## src/rtl/dsd_pkg.sv

```systemverilog
package dsd_pkg;
    typedef enum logic [1:0] {
        RATE_FULL = 2'd0,
        RATE_HALF = 2'd1,
        RATE_SLOW = 2'd2,
        RATE_SLOW_ALT = 2'd3
    } rate_t;
endpackage

```

## src/rtl/dsd_phase_gen.sv

```systemverilog
module dsd_phase_gen
    import dsd_pkg::*;
#(
    parameter int HALF_FULL = 1,
    parameter int HALF_HALF = 2,
    parameter int HALF_SLOW = 8
) (
    input  logic       clk,
    input  logic       rst_n,
    input  logic [1:0] rate_in,
    output logic       mid_stb,
    output logic       end_stb
);
    localparam int CNT_W = $clog2(2 * HALF_SLOW);

    typedef struct packed {
        logic [CNT_W-1:0] cnt;
        rate_t            rate;
    } ph_t;

    ph_t              ph_d, ph_q;
    logic [CNT_W-1:0] mid_val, end_val;

    always_comb begin
        case (ph_q.rate)
            RATE_FULL: begin
                mid_val = CNT_W'(HALF_FULL - 1);
                end_val = CNT_W'(2 * HALF_FULL - 1);
            end
            RATE_HALF: begin
                mid_val = CNT_W'(HALF_HALF - 1);
                end_val = CNT_W'(2 * HALF_HALF - 1);
            end
            default: begin
                mid_val = CNT_W'(HALF_SLOW - 1);
                end_val = CNT_W'(2 * HALF_SLOW - 1);
            end
        endcase
        mid_stb = (ph_q.cnt == mid_val);
        end_stb = (ph_q.cnt == end_val);
        ph_d = ph_q;
        if (end_stb) begin
            ph_d.cnt  = '0;
            ph_d.rate = rate_t'(rate_in);   // mode only switches on a period boundary
        end else begin
            ph_d.cnt = ph_q.cnt + 1'b1;
        end
    end

    always_ff @(posedge clk or negedge rst_n) begin
        if (!rst_n) begin
            ph_q <= '{cnt: '0, rate: RATE_FULL};
        end else begin
            ph_q <= ph_d;
        end
    end
endmodule

```

## src/rtl/dsd_sample_hold.sv

```systemverilog
module dsd_sample_hold #(
    parameter int W = 16
) (
    input  logic         clk,
    input  logic         rst_n,
    input  logic         take,
    input  logic         in_valid,
    input  logic [W-1:0] in_data,
    output logic [W-1:0] hold_nxt
);
    logic [W-1:0] hold_d, hold_q;

    always_comb begin
        hold_d = hold_q;
        if (take && in_valid) begin
            hold_d = in_data;
        end
        hold_nxt = hold_d;
    end

    always_ff @(posedge clk or negedge rst_n) begin
        if (!rst_n) begin
            hold_q <= '0;   // two's complement zero = mid-scale
        end else begin
            hold_q <= hold_d;
        end
    end
endmodule

```

## src/rtl/dual_stream_dac_port.sv

```systemverilog
module dual_stream_dac_port #(
    parameter int DATA_W    = 16,
    parameter int HALF_FULL = 1,
    parameter int HALF_HALF = 2,
    parameter int HALF_SLOW = 8
) (
    input  logic              clk,
    input  logic              rst_n,
    input  logic [1:0]        cfg_rate,
    input  logic              cfg_twos,
    input  logic [DATA_W-1:0] tx_data,
    input  logic              tx_valid,
    output logic              tx_ready,
    input  logic [DATA_W-1:0] ec_data,
    input  logic              ec_valid,
    output logic              ec_ready,
    output logic [DATA_W-1:0] dac_bus,
    output logic              dac_qclk
);
    localparam logic [DATA_W-1:0] BUS_RST = {1'b1, {(DATA_W-1){1'b0}}};

    typedef struct packed {
        logic [DATA_W-1:0] bus;
        logic              qclk;
        logic              twos;
    } out_t;

    out_t              st_d, st_q;
    logic              mid_stb, end_stb;
    logic [DATA_W-1:0] tx_nxt, ec_nxt;

    function automatic logic [DATA_W-1:0] to_bus(input logic [DATA_W-1:0] s, input logic twos);
        return twos ? s : {~s[DATA_W-1], s[DATA_W-2:0]};
    endfunction

    dsd_phase_gen #(
        .HALF_FULL(HALF_FULL),
        .HALF_HALF(HALF_HALF),
        .HALF_SLOW(HALF_SLOW)
    ) u_phase (
        .clk     (clk),
        .rst_n   (rst_n),
        .rate_in (cfg_rate),
        .mid_stb (mid_stb),
        .end_stb (end_stb)
    );

    assign tx_ready = end_stb & rst_n;
    assign ec_ready = mid_stb & rst_n;

    dsd_sample_hold #(.W(DATA_W)) u_tx_hold (
        .clk      (clk),
        .rst_n    (rst_n),
        .take     (tx_ready),
        .in_valid (tx_valid),
        .in_data  (tx_data),
        .hold_nxt (tx_nxt)
    );

    dsd_sample_hold #(.W(DATA_W)) u_ec_hold (
        .clk      (clk),
        .rst_n    (rst_n),
        .take     (ec_ready),
        .in_valid (ec_valid),
        .in_data  (ec_data),
        .hold_nxt (ec_nxt)
    );

    always_comb begin
        st_d = st_q;
        if (tx_ready) begin
            // new period: clock falls, transmit slot loads, format latched
            st_d.qclk = 1'b0;
            st_d.twos = cfg_twos;
            st_d.bus  = to_bus(tx_nxt, cfg_twos);
        end else if (ec_ready) begin
            // mid period: clock rises, echo slot loads
            st_d.qclk = 1'b1;
            st_d.bus  = to_bus(ec_nxt, st_q.twos);
        end
    end

    always_ff @(posedge clk or negedge rst_n) begin
        if (!rst_n) begin
            st_q <= '{bus: BUS_RST, qclk: 1'b0, twos: 1'b0};
        end else begin
            st_q <= st_d;
        end
    end

    assign dac_bus  = st_q.bus;
    assign dac_qclk = st_q.qclk;
endmodule

```

## config.mk

```make
export PLATFORM = sky130hd
export DESIGN_NAME = dual_stream_dac_port
export DESIGN_NICKNAME = d
export VERILOG_FILES = /design/src/rtl/dsd_pkg.sv /design/src/rtl/dsd_phase_gen.sv /design/src/rtl/dsd_sample_hold.sv /design/src/rtl/dual_stream_dac_port.sv
export SDC_FILE = /design/constraint.sdc
export NUM_CORES = 1
export LEC_CHECK = 0
export BUFFER_PORTS_ARGS = -buffer_cell sky130_fd_sc_hd__buf_2
export CORE_MARGIN = 2
export CORE_UTILIZATION = 53
export DETAILED_ROUTE_END_ITERATION = 7
export PLACE_DENSITY = 0.88
export SLEW_MARGIN = 15
export SYNTH_ARGS = -nofsm -noshare
export SYNTH_HDL_FRONTEND = slang
export SYNTH_HIERARCHICAL = 1
export SYNTH_SLANG_ARGS = --single-unit
```

## constraint.sdc

```tcl
create_clock -name clk -period 3 [get_ports clk]
set_input_delay 0.45 -clock clk [delete_from_list [all_inputs] [get_ports clk]]
set_output_delay 0.45 -clock clk [all_outputs]
set_load 0.05 [all_outputs]
```

==> out/results.ini, run 1 <==
[run_status]
outcome=finished, final reports clean

[yosys]
ys_seq_elements=56
synth_nets=235
ys_types=30
syn_inst=195
ys_warn_count=6
seq_area_frac_synth_pct=54.1
syn_avg_cell_area_um2=13.3
netlist_area_mm2=0.00259

[hold_path]
hp-class=primary input to async pin

[global_routing]
antenna_found_initial=0
grt_pass1_vias=1608
grt_start_max_net_pins=35
grt_pass1_wl_mm=7.49
gr-total-overflow=0
grt.total_usage_pct=18.2

[timing]
rsz0062_at_grt=false
period_minus_slack_ns=2.70
tightest_slew_ns=0.534
fin_tns_setup_ns=0
setup-violations-final=0
hold_slack_ns=0.195
clock.fmax_mhz=370
maxSlewViolCount=0
slew_headroom_pct=64.3
fin_crit_sh_pct=90.0
fin_worst_skew_ns=0.00936
finalHoldViolCount=0

[final_layout]
utilization_pct=60.9
final_nets=278
drive_gt1_share_pct=44.4
diodes=0
area_growth_pct=11.0
instances_no_fill=306

[critical_path]
r2r_end=dac_bus[15]$_DFFE_PN1P_
cp-start-kind=flip-flop
cp_data_arrival_time_ns=2.25
ff2ff_path_depth=10
worstSetupPathType=flip-flop to output pin
path_delay_family=buffers and inverters
cp-endpoint=tx_ready
critPathRequiredTime_ns=2.55
critPathMaxFanout=34
path_cells=nor4b_2 -> a22o_1 -> and2_1 -> buf_4 -> buf_2
cp-startpoint=u_phase/ph_q[2]$_DFF_PN0_
crit_slowest_cell=dfrtp_1
regToRegStartpoint=u_phase/ph_q[2]$_DFF_PN0_
rrSetupSlack_ns=0.31
slowest_delay_ns=0.51
cp_num_cells=5
cp.buffers_inverters=2
endpoint_kind=output pin

[power]
leakage_uw=0.00154
irDropWorstVdd_mv=0.416
p_total_uw=3140
p_per_area_mw_per_mm2=1090

[place]
place.gp.congestion=0.792
dp_hpwl_mm=3.30
dpl.cell_count=298
port_buffers=57

[floorplanning]
core_mm2=0.00472
die_h_um=73.9
fp.dieArea_mm2=0.00547
start_util_pct=54.9
die_w_um=73.9
ios=58
num_rows=25

[clocking]
cts.path.max_buffers=2
worstSkewPairLatency_ns=0.31
cts_tree=built
root_buffer=clkbuf_8
cts.sinks=56
cts_hold_buf=0
cts_made_buffers=5
htree_levels=2
postCtsSetupRepairBufs=0
postCtsResizedCells=0
clkTransAtPathRegs_ns=0.10

[route]
dr.pass1.iters=4
drc_errors=0
vias_per_cell=5.02
wl_mm=4.68
ant_nets=0
drt_iter0_markers=89
via_count=1537
avgRoutedWirePerCell_um=15.3

[run]
cap_violations=0

cell usage after synthesis, drive strengths merged:
cell type / count / share of area, %
dfrtp: 55 / 53
mux2: 33 / 17
buf: 25 / 8.1
nand2: 20 / 3.4
o21ai: 18 / 3.5
mux2i: 16 / 6.2
xnor2: 5 / 1.7
a21oi: 2 / 0.39
a22o: 2 / 0.68
inv: 2 / 0.29
nand3: 2 / 0.39
nand4: 2 / 0.48
nor2: 2 / 0.29
and2: 1 / 0.24
and3: 1 / 0.24
and4: 1 / 0.34
dfstp: 1 / 1.0
ha: 1 / 0.48
nor2b: 1 / 0.24
nor3: 1 / 0.19
nor4b: 1 / 0.58
o211ai: 1 / 0.29
or4: 1 / 0.29
xor2: 1 / 0.34
routing by layer:
layer | share of wire [%] | track usage, % | up-vias | wire length, um
li1 | - | - | 743 | -
met1 | 43 | 23.4 | 744 | 2030
met2 | 50 | 29.7 | 40 | 2360
met3 | 3.7 | 4.61 | 10 | 173
met4 | 2.4 | 7.27 | 0 | 112
met5 | 0 | 0 | - | 0
kinds of logic after synthesis:
group                    after synthesis  synth area share, %
flip-flops                            56                 54.1
multiplexers                          49                 23.6
AND/OR/NAND/NOR                       33                 6.66
buffers and inverters                 27                 8.35
AO/OA/AOI/OAI                         23                 4.83
XOR/XNOR                               6                 2.03
adder cells (fa/ha/maj)                1                0.483
placed cells by master (no fill, tap or decap):
master	synthesis	final
a22o_1	2	2
xor2_1	1	1
xnor2_1	5	5
mux2_4	21	21
and2_1	1	1
buf_4	16	4
nor3_1	1	1
o21ai_1	14	14
clkbuf_1	0	1
nand3_1	2	2
and4_1	1	1
mux2i_1	16	16
nor4b_2	1	1
o211ai_1	1	1
inv_1	2	2
nand2_4	1	1
mux2_2	12	12
nand4_1	2	2
o21ai_0	4	4
dfrtp_1	55	55
nand2_1	17	17
and3_1	1	1
a21oi_1	2	2
or4_1	1	1
ha_1	1	1
nor2_1	2	2
clkbuf_8	0	6
buf_2	2	57
clkinvlp_4	0	1
nor2b_1	1	1
nand2_2	2	2
dfstp_2	1	1
cell type report:
cell class | instances | area (um^2)
clock inverters | 1 | 7.51
inverters | 2 | 7.51
flip-flops and latches | 56 | 1400
multi-input cells | 112 | 973
fillers | 351 | 1850
clock buffers | 7 | 86.3
repair buffers | 61 | 315
well taps | 67 | 83.8
power by group:
group          switching, uW  internal (uW)
registers                189           1120
logic                    826            580
clock network            233            188
total                   1250           1890
registers in the layout, indices dropped and copies added (netlist names):
name	count
st_q	1
u_phase/ph_q	6
u_tx_hold/hold_q	16
u_ec_hold/hold_q	16
dac_qclk	1
dac_bus	16
per-stage QoR:
stage	area, um^2	setup slack, ns
floorplan	2590	0.0685
global placement	2780	0.468
detailed placement	2780	0.345
CTS	2880	0.288
global route	2880	0.0815
finish	2880	0.301
worst min path at each step:
stage / start / end / slack (ns) / depth (start not counted)
2_1_floorplan: rst_n / dac_bus[0]$_DFFE_PN0P_ / 0.15 / 0
3_3_place_gp: dac_bus[15]$_DFFE_PN1P_ / dac_bus[15]$_DFFE_PN1P_ / 0.45 / 2
3_5_place_dp: dac_bus[15]$_DFFE_PN1P_ / dac_bus[15]$_DFFE_PN1P_ / 0.46 / 2
4_1_cts: rst_n / u_ec_hold/hold_q[3]$_DFF_PN0_ / 0.20 / 2
5_1_grt: rst_n / u_tx_hold/hold_q[3]$_DFF_PN0_ / 0.23 / 2
6_report: rst_n / dac_qclk$_DFFE_PN0P_ / 0.20 / 2
No activity file was read; power rests on OpenSTA's default activity.
==> run 2: changes to the inputs <==
--- a/config.mk
+++ b/config.mk
@@ -6,10 +6,12 @@
 export NUM_CORES = 1
 export LEC_CHECK = 0
 export BUFFER_PORTS_ARGS = -buffer_cell sky130_fd_sc_hd__buf_2
+export CELL_PAD_IN_SITES_DETAIL_PLACEMENT = 0
+export CELL_PAD_IN_SITES_GLOBAL_PLACEMENT = 2
 export CORE_MARGIN = 2
-export CORE_UTILIZATION = 53
+export CORE_UTILIZATION = 36
 export DETAILED_ROUTE_END_ITERATION = 7
-export PLACE_DENSITY = 0.88
+export PLACE_DENSITY = 0.85
 export SLEW_MARGIN = 15
 export SYNTH_ARGS = -nofsm -noshare
 export SYNTH_HDL_FRONTEND = slang
==> out/results.ini, run 2 (synthesis gave the netlist of run 1 again) <==
[critical_path]
critPathRequiredTime_ns=3.24  ; was 2.55 ns
cp.buffers_inverters=1  ; was 2
crit_slowest_cell=dfrtp_1  ; unchanged
path_delay_family=simple AND/OR/NAND/NOR gates  ; was buffers and inverters
slowest_delay_ns=0.47  ; was 0.51 ns
cp-start-kind=flip-flop  ; unchanged
r2r_end=dac_bus[15]$_DFFE_PN1P_  ; unchanged
ff2ff_path_depth=10  ; unchanged
rrSetupSlack_ns=0.35  ; was 0.31 ns
endpoint_kind=flip-flop  ; was output pin
worstSetupPathType=flip-flop to flip-flop  ; was flip-flop to output pin
cp_data_arrival_time_ns=2.90  ; was 2.25 ns
regToRegStartpoint=u_phase/ph_q[2]$_DFF_PN0_  ; unchanged
path_cells=xor2_1 -> or4_1 -> a21oi_1 -> nand2_4 -> inv_1 -> nand2_2 -> mux2_2 -> xnor2_1 -> mux2i_1 -> o21ai_1  ; was nor4b_2 -> a22o_1 -> and2_1 -> buf_4 -> buf_2
critPathMaxFanout=16  ; was 34

[timing]
clock.fmax_mhz=377  ; was 370 MHz
hold_slack_ns=0.0383  ; was 0.195 ns
fin_tns_setup_ns=0  ; unchanged
period_minus_slack_ns=2.65  ; was 2.70 ns
setup-violations-final=0  ; unchanged
fin_crit_sh_pct=88.5  ; was 90.0%
slew_headroom_pct=61.1  ; was 64.3%
rsz0062_at_grt=false  ; unchanged
maxSlewViolCount=0  ; unchanged
finalHoldViolCount=0  ; unchanged
fin_worst_skew_ns=0.00964  ; was 0.00936 ns
tightest_slew_ns=0.584  ; was 0.534 ns

[power]
irDropWorstVdd_mv=0.356  ; was 0.416 mV
clockPowerShare_pct=16.4  ; was 13.4%
p_per_area_mw_per_mm2=1090  ; about the same
switching_share_pct=38.1  ; was 39.8%
power_frac_comb_pct=43.3  ; was 44.9%
power_switching_uw=1230  ; was 1250 uW
leakage_uw=0.00156  ; was 0.00154 uW
p_seq_share_pct=40.3  ; was 41.7%
p_int_uw=2000  ; was 1890 uW

[floorplanning]
num_rows=30  ; was 25
start_util_pct=37.7  ; was 54.9%
die_h_um=88.9  ; was 73.9 um
fp.dieArea_mm2=0.00790  ; was 0.00547 mm^2
core_mm2=0.00687  ; was 0.00472 mm^2
die_w_um=88.9  ; was 73.9 um
ios=58  ; unchanged

[clocking]
root_buffer=clkbuf_8  ; unchanged
htree_levels=2  ; unchanged
cts.path.max_buffers=2  ; unchanged
postCtsResizedCells=0  ; unchanged
postCtsSetupRepairBufs=0  ; unchanged
cts.sinks=56  ; unchanged
cts_made_buffers=5  ; unchanged
worstSkewPairLatency_ns=0.31  ; about the same
cts_hold_buf=0  ; unchanged
clkTransAtPathRegs_ns=0.10  ; about the same
cts_tree=built  ; unchanged

[route]
drc_errors=0  ; unchanged
vias_per_cell=4.57  ; was 5.02
dr.pass1.iters=4  ; unchanged
ant_nets=0  ; unchanged
wl_mm=4.92  ; was 4.68 mm
drt_iter0_markers=62  ; was 89
via_count=1534  ; was 1537
avgRoutedWirePerCell_um=14.6  ; was 15.3 um

[global_routing]
grt.total_usage_pct=13.0  ; was 18.2%
antenna_found_initial=0  ; unchanged
grt_pass1_vias=1523  ; was 1608
grt_pass1_wl_mm=7.64  ; was 7.49 mm
grt_start_max_net_pins=47  ; was 35
gr-total-overflow=0  ; unchanged

[run_status]
outcome=finished, final reports clean  ; unchanged

[final_layout]
diodes=0  ; unchanged
final_nets=279  ; was 278
fill_cells=663  ; was 351
final_cell_mix=buf_2, dfrtp_1, mux2_4, nand2_1, mux2i_1  ; unchanged
layout_commonest_cell=buf_2  ; unchanged
drive_gt1_share_pct=45.0  ; was 44.4%
area_growth_pct=13.9  ; was 11.0%

[place]
dp_hpwl_mm=3.44  ; was 3.30 mm
port_buffers=57  ; unchanged
place.gp.congestion=0.696  ; was 0.792

[run]
cap_violations=0  ; unchanged

[hold_path]
hp-class=primary input to async pin  ; unchanged

run 2: changes by cell type in the layout (fill, tap and decap cells not counted), sizes merged:
cell,previous run,this run
clkinvlp,1,0
bufinv,0,1
buf,61,62
run 2: metal layers:
layer	part of all wire [%]	global-route usage [%]
met5	0	0
met4	0.63	3.72
met3	5.2	3.45
met2	46	19.5
met1	48	18.5
run 2: per-stage QoR:
stage | worst slack (ns) | cell area, um^2 | std cells | utilization [%] | power (uW)
after floorplan | 0.0685 | 2590 | 195 | - | 2580
after global placement | 0.417 | 2830 | 328 | 41.1 | 2700
after detailed placement | 0.340 | 2830 | 328 | 41.1 | 2730
after CTS | 0.310 | 2950 | 336 | 43.0 | 3270
after global routing | 0.162 | 2950 | 336 | 43.0 | 3430
final | 0.346 | 2950 | 336 | 43.0 | 3230
run 2: power by group through the flow:
stage                     Combinational, uW  Sequential [uW]  Clock, uW
after floorplan                        1300             1280          0
after global placement                 1390             1310          0
after detailed placement               1410             1320          0
after CTS                              1410             1300        547
after global routing                   1510             1340        580
final                                  1400             1300        529
run 2: worst reg2reg max path, delay by kind of cell, from the launching register on:
| family | cells | cell delay, ns |
|---|---|---|
| buffers and inverters | 1 | 0.09 |
| AOI/OAI and AO/OA | 2 | 0.46 |
| DFF | 1 | 0.47 |
| and+or+nand+nor | 3 | 0.77 |
| xor gates and xnor gates | 2 | 0.31 |
| muxes | 2 | 0.50 |
run 2: worst max-delay path by stage:
stage,start,endpoint,depth (start not counted)
detailed placement,u_phase/ph_q[2]$_DFF_PN0_,dac_bus[15]$_DFFE_PN1P_,10
global placement,u_phase/ph_q[2]$_DFF_PN0_,dac_bus[15]$_DFFE_PN1P_,10
CTS,u_phase/ph_q[2]$_DFF_PN0_,dac_bus[15]$_DFFE_PN1P_,10
floorplan,u_phase/ph_q[2]$_DFF_PN0_,dac_bus[7]$_DFFE_PN0P_,12
finish,u_phase/ph_q[2]$_DFF_PN0_,dac_bus[15]$_DFFE_PN1P_,10
global route,u_phase/ph_q[2]$_DFF_PN0_,dac_bus[15]$_DFFE_PN1P_,10
run 2: layout make-up:
cell class	count	area, um^2	area share (%)
timing repair buffer	62	323	10.9
inverter	2	7.51	0.254
tap	96	120	4.07
sequential	56	1400	47.5
clock buffer	7	96.3	3.26
clock inverter	1	30.0	1.02
multi-input combinational	112	973	33.0
